$ cat src/rtl/dterm_pkg.sv
package dterm_pkg;

    typedef struct packed {
        logic cs_n;
        logic ras_n;
        logic cas_n;
        logic we_n;
    } bus_cmd_t;

    typedef enum logic [2:0] {
        OP_IDLE   = 3'd0,
        OP_READ   = 3'd1,
        OP_WRITE  = 3'd2,
        OP_OPEN   = 3'd3,
        OP_CLOSE  = 3'd4,
        OP_REFR   = 3'd5,
        OP_MODE   = 3'd6,
        OP_STOP   = 3'd7
    } bus_op_e;

    localparam int unsigned WINDOW_LEN = 4;

    // Decode the strobe pins only; chip select is deliberately left out.
    function automatic bus_op_e classify(input bus_cmd_t c);
        unique case ({c.ras_n, c.cas_n, c.we_n})
            3'b111:  return OP_IDLE;
            3'b101:  return OP_READ;
            3'b100:  return OP_WRITE;
            3'b011:  return OP_OPEN;
            3'b010:  return OP_CLOSE;
            3'b001:  return OP_REFR;
            3'b000:  return OP_MODE;
            default: return OP_STOP;
        endcase
    endfunction

    function automatic int unsigned clamp_lat(input int unsigned v,
                                              input int unsigned lo,
                                              input int unsigned hi);
        if (v < lo) return lo;
        if (v > hi) return hi;
        return v;
    endfunction

endpackage

$ cat src/rtl/dterm_decode.sv
module dterm_decode
    import dterm_pkg::*;
(
    input  bus_cmd_t cmd_i,
    output bus_op_e  op_o,
    output logic     rd_hit_o
);
    always_comb begin
        op_o     = classify(cmd_i);
        rd_hit_o = (op_o == OP_READ);
    end
endmodule

$ cat src/rtl/dterm_sched.sv
module dterm_sched
    import dterm_pkg::*;
#(
    parameter int unsigned CL_MIN = 5,
    parameter int unsigned CL_MAX = 15,
    parameter int unsigned CL_W   = 4
) (
    input  logic            clk,
    input  logic            rst,
    input  logic            rd_hit_i,
    input  logic [CL_W-1:0] lat_i,
    output logic            start_o
);
    // slot[i] set means a window opens i+1 edges from now
    localparam int unsigned DEPTH = CL_MAX - 1;

    logic [DEPTH-1:0] slot_q;
    logic [DEPTH-1:0] slot_d;
    int unsigned      lat_eff;
    int unsigned      tgt;

    always_comb begin
        lat_eff = clamp_lat(int'(lat_i), CL_MIN, CL_MAX);
        tgt     = lat_eff - 2;
    end

    for (genvar i = 0; i < DEPTH; i++) begin : g_slot
        logic from_up;
        if (i == DEPTH - 1) begin : g_top
            assign from_up = 1'b0;
        end else begin : g_mid
            assign from_up = slot_q[i+1];
        end
        assign slot_d[i] = from_up | (rd_hit_i && (tgt == i));
    end

    always_ff @(posedge clk) begin
        if (rst) slot_q <= '0;
        else     slot_q <= slot_d;
    end

    assign start_o = slot_q[0];

    // with nothing pending and no read, no window can open next cycle
    p_quiet_idle_r4: assert property (@(posedge clk) disable iff (rst)
        (slot_q == '0 && !rd_hit_i) |=> !start_o);

    // reset empties every pending slot
    p_reset_flush_r8: assert property (@(posedge clk)
        rst |=> (slot_q == '0));
endmodule

$ cat src/rtl/dterm_window.sv
module dterm_window
    import dterm_pkg::*;
#(
    parameter int unsigned WIN = WINDOW_LEN
) (
    input  logic clk,
    input  logic rst,
    input  logic start_i,
    output logic dte_o
);
    localparam int unsigned CW = $clog2(WIN + 1);

    logic [CW-1:0] left_q;

    always_ff @(posedge clk) begin
        if (rst)                left_q <= '0;
        else if (start_i)       left_q <= CW'(WIN);
        else if (left_q != '0)  left_q <= left_q - 1'b1;
    end

    assign dte_o = (left_q == '0);

    // a window start always pulls the enable low on the next cycle
    p_start_low_r2: assert property (@(posedge clk) disable iff (rst)
        start_i |=> !dte_o);

    // once the enable falls it stays low for at least one more cycle
    p_min_low_r3: assert property (@(posedge clk) disable iff (rst)
        $fell(dte_o) |=> !dte_o);

    // a fall is always caused by a window start one edge earlier
    p_fall_cause_r3: assert property (@(posedge clk) disable iff (rst)
        $fell(dte_o) |-> $past(start_i));
endmodule

$ cat src/rtl/dterm_snoop.sv
module dterm_snoop
    import dterm_pkg::*;
#(
    parameter int unsigned CL_MIN = 5,
    parameter int unsigned CL_MAX = 15,
    parameter int unsigned CL_W   = 4
) (
    input  logic            clk,
    input  logic            rst,
    input  logic            cs_n,
    input  logic            ras_n,
    input  logic            cas_n,
    input  logic            we_n,
    input  logic [CL_W-1:0] cas_lat,
    output logic            dte_en
);
    bus_cmd_t cmd;
    bus_op_e  op;
    logic     rd_hit;
    logic     win_start;

    assign cmd = '{cs_n: cs_n, ras_n: ras_n, cas_n: cas_n, we_n: we_n};

    dterm_decode u_dec (
        .cmd_i    (cmd),
        .op_o     (op),
        .rd_hit_o (rd_hit)
    );

    dterm_sched #(
        .CL_MIN (CL_MIN),
        .CL_MAX (CL_MAX),
        .CL_W   (CL_W)
    ) u_sched (
        .clk      (clk),
        .rst      (rst),
        .rd_hit_i (rd_hit),
        .lat_i    (cas_lat),
        .start_o  (win_start)
    );

    dterm_window #(
        .WIN (WINDOW_LEN)
    ) u_win (
        .clk     (clk),
        .rst     (rst),
        .start_i (win_start),
        .dte_o   (dte_en)
    );

    // reset returns the enable high on the following cycle
    p_reset_high_r8: assert property (@(posedge clk)
        rst |=> dte_en);

    // a NOP pattern never produces a read hit, whatever chip select does
    p_nop_no_hit_r4: assert property (@(posedge clk) disable iff (rst)
        (ras_n && cas_n && we_n) |-> !rd_hit);
endmodule

$ cat config.mk
export PLATFORM = sky130hd
export DESIGN_NAME = dterm_snoop
export DESIGN_NICKNAME = d
export VERILOG_FILES = /design/src/rtl/dterm_pkg.sv /design/src/rtl/dterm_decode.sv /design/src/rtl/dterm_sched.sv /design/src/rtl/dterm_window.sv /design/src/rtl/dterm_snoop.sv
export SDC_FILE = /design/constraint.sdc
export NUM_CORES = 1
export LEC_CHECK = 0
export BUFFER_PORTS_ARGS = -buffer_cell sky130_fd_sc_hd__buf_2
export CORE_MARGIN = 4
export CORE_UTILIZATION = 53
export CTS_CLUSTER_SIZE = 28
export DETAILED_ROUTE_END_ITERATION = 10
export PLACE_DENSITY = 0.77
export SYNTH_ARGS = -nofsm -noshare
export SYNTH_HDL_FRONTEND = slang
export SYNTH_SLANG_ARGS = --single-unit
$ cat constraint.sdc
create_clock -name clk -period 1.81 [get_ports clk]
set_input_delay 0.181 -clock clk [delete_from_list [all_inputs] [get_ports clk]]
set_output_delay 0.181 -clock clk [all_outputs]
set_load 0.05 [all_outputs]
---- After elaboration in Yosys (flattened, before gate mapping) ----
Index checks and enable logic that the tools add are counted.
storage, ports and cells
  bits in registers ....................... 17
  output and inout port bits .............. 1
  logic and storage cells ................. 65
operators by class
  add/sub/neg operators ................... 2
  $lt $le $gt $ge ......................... 1
  eq/ne operators ......................... 20
  muxes and demuxes ....................... 6
  bitwise logic cells ..................... 13
  reductions and logical operators ........ 20
operator list
  cell                                                                           number
  32-bit by 4-bit == test with 1-bit output (second input constant)              6
  32-bit by 3-bit == test with 1-bit output (second input constant)              4
  32-bit by 2-bit == test with 1-bit output (second input constant)              2
  32-bit by 1-bit == test with 1-bit output (second input constant)              1
  32-bit logical NOT                                                             1
  32-bit 2-to-1 mux                                                              1
  32-bit by 2-bit subtractor with 32-bit output (second input constant)          1
  3-bit case mux with 7 select lines                                             1
  1-bit logical AND                                                              14
  1-bit bitwise OR                                                               13
  3-bit == test (second input constant)                                          3
  3-bit 2-to-1 mux                                                               3
  3-bit by 1-bit == test with 1-bit output (second input constant)               2
  3-bit by 2-bit == test with 1-bit output (second input constant)               2
  3-bit logical NOT                                                              2
  4-bit by 3-bit less-than comparator with 1-bit output (second input constant)  1
  3-bit nonzero test                                                             1
  3-bit by 1-bit subtractor with 3-bit output (second input constant)            1
  2-bit nonzero test                                                             1
  2-bit OR reduction                                                             1
  1-bit 2-to-1 mux                                                               1

---- Logic depth before layout (Yosys ltp) ----
  depth after elaboration ................. 7
  depth in mapped cells ................... 7
  mapped depth without buffers ............ 7

---- Modules after synthesis ----
From an unflattened synthesis, not the netlist that was laid out.
second synthesis, totals
  cells, all modules ...................... 87
  area total of the unflattened synthesis .. 823.3 um2
modules (own cells, without submodules)
  module        instances  cells an instance  area each (um2)
  dterm_sched   1          64                 601.8
  dterm_window  1          17                 166.4
  dterm_decode  1          6                  55.1

---- Worst setup path after synthesis ----
OpenSTA, ideal clock, no wires.
  path kind ............................... input to register
  from .................................... input cas_lat[3]
  to ...................................... register u_sched.slot_q[8]
  setup time .............................. 0.096 ns
  data arrival time ....................... 1.300 ns
  data required time ...................... 1.714 ns
  slack ................................... 0.414 ns
  cell stages on the path ................. 7
  path buffers ............................ 0
  cell sequence ........................... inv_2 > nor2_1 > ha_1 > ha_1 > and3b_1 > nand3b_2 > o41ai_2
between the ends
  cells in the longest elaborated chain, start to end .. 7
  elaborated cells on any way between the ends .. 8
  those cells by class .................... 1 x add/sub; 1 x order compare; 1 x eq/ne; 3 x mux; 1 x bitwise; 1 x reduce/logical
ends and longest elaborated chain
  element                                                line               source
  start, declared                                        dterm_snoop.sv:14  input logic [CL_W-1:0] cas_lat,
  4-bit by 3-bit less-than comparator with 1-bit output  dterm_pkg.sv:40    if (v < lo) return lo;
  3-bit 2-to-1 mux or 1-bit 2-to-1 mux (tied branches)   dterm_pkg.sv:40
  32-bit 2-to-1 mux (*)                                  dterm_pkg.sv:41    if (v > hi) return hi;
  32-bit by 2-bit subtractor with 32-bit output (*)      dterm_sched.sv:24  tgt = lat_eff - 2;
  32-bit by 4-bit == test with 1-bit output (*)          dterm_sched.sv:34  assign slot_d[i] = from_up | (rd_hit_i && (tgt == i));
  1-bit logical AND (*)                                  dterm_sched.sv:34
  1-bit bitwise OR (*)                                   dterm_sched.sv:34
  end signal, assigned                                   dterm_sched.sv:39  else slot_q <= slot_d;
  end, declared                                          dterm_sched.sv:17  logic [DEPTH-1:0] slot_q;
Every way passes the cells marked *; elsewhere a longest branch is shown, timed or not.
A chain may end at the register's enable or synchronous reset.

---- Worst setup path after layout ----
  from .................................... register u_win.left_q[0]
  to ...................................... output dte_en
between the ends
  cells in the longest elaborated chain, start to end .. 1
ends and longest elaborated chain
  element                 line                source
  start, declared         dterm_window.sv:13  logic [CW-1:0] left_q;
  start signal, assigned  dterm_window.sv:17  else if (start_i) left_q <= CW'(WIN);
  start signal, assigned  dterm_window.sv:18  else if (left_q != '0) left_q <= left_q - 1'b1;
  3-bit logical NOT       dterm_window.sv:21  assign dte_o = (left_q == '0);
  end, declared           dterm_snoop.sv:15   output logic dte_en
No other way between the ends.

==> reports/results.ini <==
[setup_path]
critPathLaunchType=flip-flop
cp_data_arrival_time_ps=1320
worst_ep_required_time_ps=1630
crit_fanout=4
max_stage_delay_ps=350
path_common_cell=inv_1
slowest_stage=dfxtp_1
worst-path-buf-inv=3
setup.worst_path.end_class=output pin
path_delay_family=flip-flops
crit_type=reg2out
cp_cell_sequence=inv_1 > ha_1 > nand2b_1 > inv_1 > buf_2

[yosys]
netlist.top_cell.by_area=dfxtp_1
syn_nets=94
synth_ff_type=dfxtp_1
synth_most_common_cell=dfxtp_1
yosys.area_share.simple_pct=16.5
synth_top_family_by_area=compound AO/OA/AOI/OAI gates
ys_seq_elements=17
yosysSeqAreaShare_pct=43.7
synth_mux_area_share_pct=0
synth_area_um2=779
synth_compound_area_share_pct=22.3
avgSynthCellArea_um2=9.74
ys_async_sr_fraction_pct=0
synth_cell_types=30
synth_edf_count=0
synthTopCellsByArea=dfxtp_1 (44%), inv_1 (7.2%), ha_1 (6.4%)
synthTopCellsByCount=dfxtp_1 (17), inv_1 (15), o22ai_1 (7), nor2_1 (5)
synth-adder-area-share_pct=6.42
synth-xor-area-share_pct=2.25
ys_warn_count=0
synth.top_cell.area_share_pct=43.7
syn_inst=80

[grt]
antenna_found_initial=0
grt_pass1_vias=569
grt_pass1_wl_mm=2.43
grt_max_degree=22
gr-total-overflow=0
grt.total_usage_pct=16.1

[floorplanning]
core_area_mm2=0.00135
initial_core_util_pct=57.7
die_w_um=46.4
fp-row-count=13
die_y_um=46.4
io_pins=11
dieArea_mm2=0.00215

[clock_network]
hold_buffers=0
cts_buffer_depth=2
cts_buffers=3
post-cts-setup-buffers=0
clock_latency_ps=290
cts_sinks=17
htreeDepth=1
cts_tree=done
cts_resized=0
clkTransAtPathRegs_ps=90
cts-root-buf=clkbuf_4

[cells_and_area]
diodes=0
layout-drive-gt1-share_pct=26.4
syn2layout_area_growth_pct=10.4
nNetsFinal=106

[drt]
dr.pass1.iters=4
wirelength_mm=1.34
via_per_inst=5.42
drt_iter0_drc=6
ant_nets=0
routedWlPerCell_um=12.6
num_vias=575
drc=0

[sta]
finalMaxSlewViolations=0
worst_clock_skew_ps=3.59
fmax_mhz=668
finalHoldViolations=0
fin_crit_sh_pct=82.7
rsz0062_at_grt=false
tightestPinTransition_ps=371
max_slew_margin_pct=75.3
setup_viol=0
period_needed_ps=1500
finalSetupTns_ps=0
holdWs_ps=182

[place]
port_buffers=9
dp_hpwl_mm=1.03
gp_congestion=0.796

[power]
p_leak_nw=0.323
power_per_cell_area_mw_per_mm2=1040
ir_drop_mv=0.758
power_mw=0.892

[min_path]
hp-class=in2reg

[run]
cap_violations=0

[run_status]
status=completed

## layout make-up
class	count	area, um2
fillers	118	489
clock buffers	4	26.3
well taps	15	18.8
multi-input cells	45	370
inverters	16	60.1
flip-flops and latches	17	340
repair buffers	9	45.0
## kinds of logic (layout without fill, tap and decap cells)
logic type | Yosys count | count (layout)
buffers and inverters | 18 | 29
xor gates and xnor gates | 2 | 2
DFF | 17 | 17
and+or+nand+nor | 20 | 20
adders and majority gates | 4 | 4
AOI/OAI and AO/OA | 19 | 19
## per-stage QoR
step	util, %	cells	setup slack (ps)	area (um2)
2_1_floorplan	-	80	414	779
3_3_place_gp	61.8	102	141	835
3_5_place_dp	61.8	102	58.2	835
4_1_cts	63.8	106	306	861
5_1_grt	63.8	106	207	861
6_report	63.8	106	312	861
## routing by layer
metal  vias to the layer above  part of all wire, %  track usage (%)
met5                         -                    0                0
met4                         0                  2.2             8.52
met3                         5                  5.2             4.69
met2                        13                   45             24.2
met1                       251                   47             20.4
li1                        306                    -                -
## placed cells by master, fill, tap and decap left out, types with 2 or more instances in the layout
| master | netlist | routed |
|---|---|---|
| ha_1 | 4 | 4 |
| buf_2 | 1 | 9 |
| dfxtp_1 | 17 | 17 |
| clkbuf_4 | 0 | 3 |
| nor2_1 | 5 | 5 |
| inv_1 | 15 | 15 |
| nor3_1 | 2 | 2 |
| o32ai_1 | 2 | 2 |
| a221o_2 | 2 | 2 |
| nand2b_1 | 4 | 4 |
| o22ai_1 | 7 | 7 |
| o22ai_2 | 2 | 2 |
## final timing paths
kind / start / endpoint / slack, ps / depth (start not counted)
setup / recovery: u_win.left_q[0]$_SDFFE_PP0N_ / dte_en / 310 / 5
setup reg to reg: u_win.left_q[0]$_SDFFE_PP0N_ / u_win.left_q[1]$_SDFFE_PP0N_ / 530 / 5
hold reg to reg: u_sched.slot_q[5]$_SDFF_PP0_ / u_sched.slot_q[4]$_SDFF_PP0_ / 450 / 2
hold / removal: cas_lat[0] / u_sched.slot_q[8]$_SDFF_PP0_ / 180 / 2
## worst register-to-register path: stages (launching register included)
cell and delay, ps:
dfxtp_1 350, inv_1 70, ha_1 200, nand2b_1 150, nor2_1 50, a2111oi_0 350
## flip-flops by register name, summed over array words and instances, names as in the netlist
signal,flops
u_win.left_q,3
u_sched.slot_q,14
## where the power goes
group / switching (mW) / internal (mW) / total [mW]
Clock: 0.113 / 0.0857 / 0.199
Sequential: 0.0150 / 0.404 / 0.419
Combinational: 0.172 / 0.101 / 0.273
(Power assumes the default switching activity.)
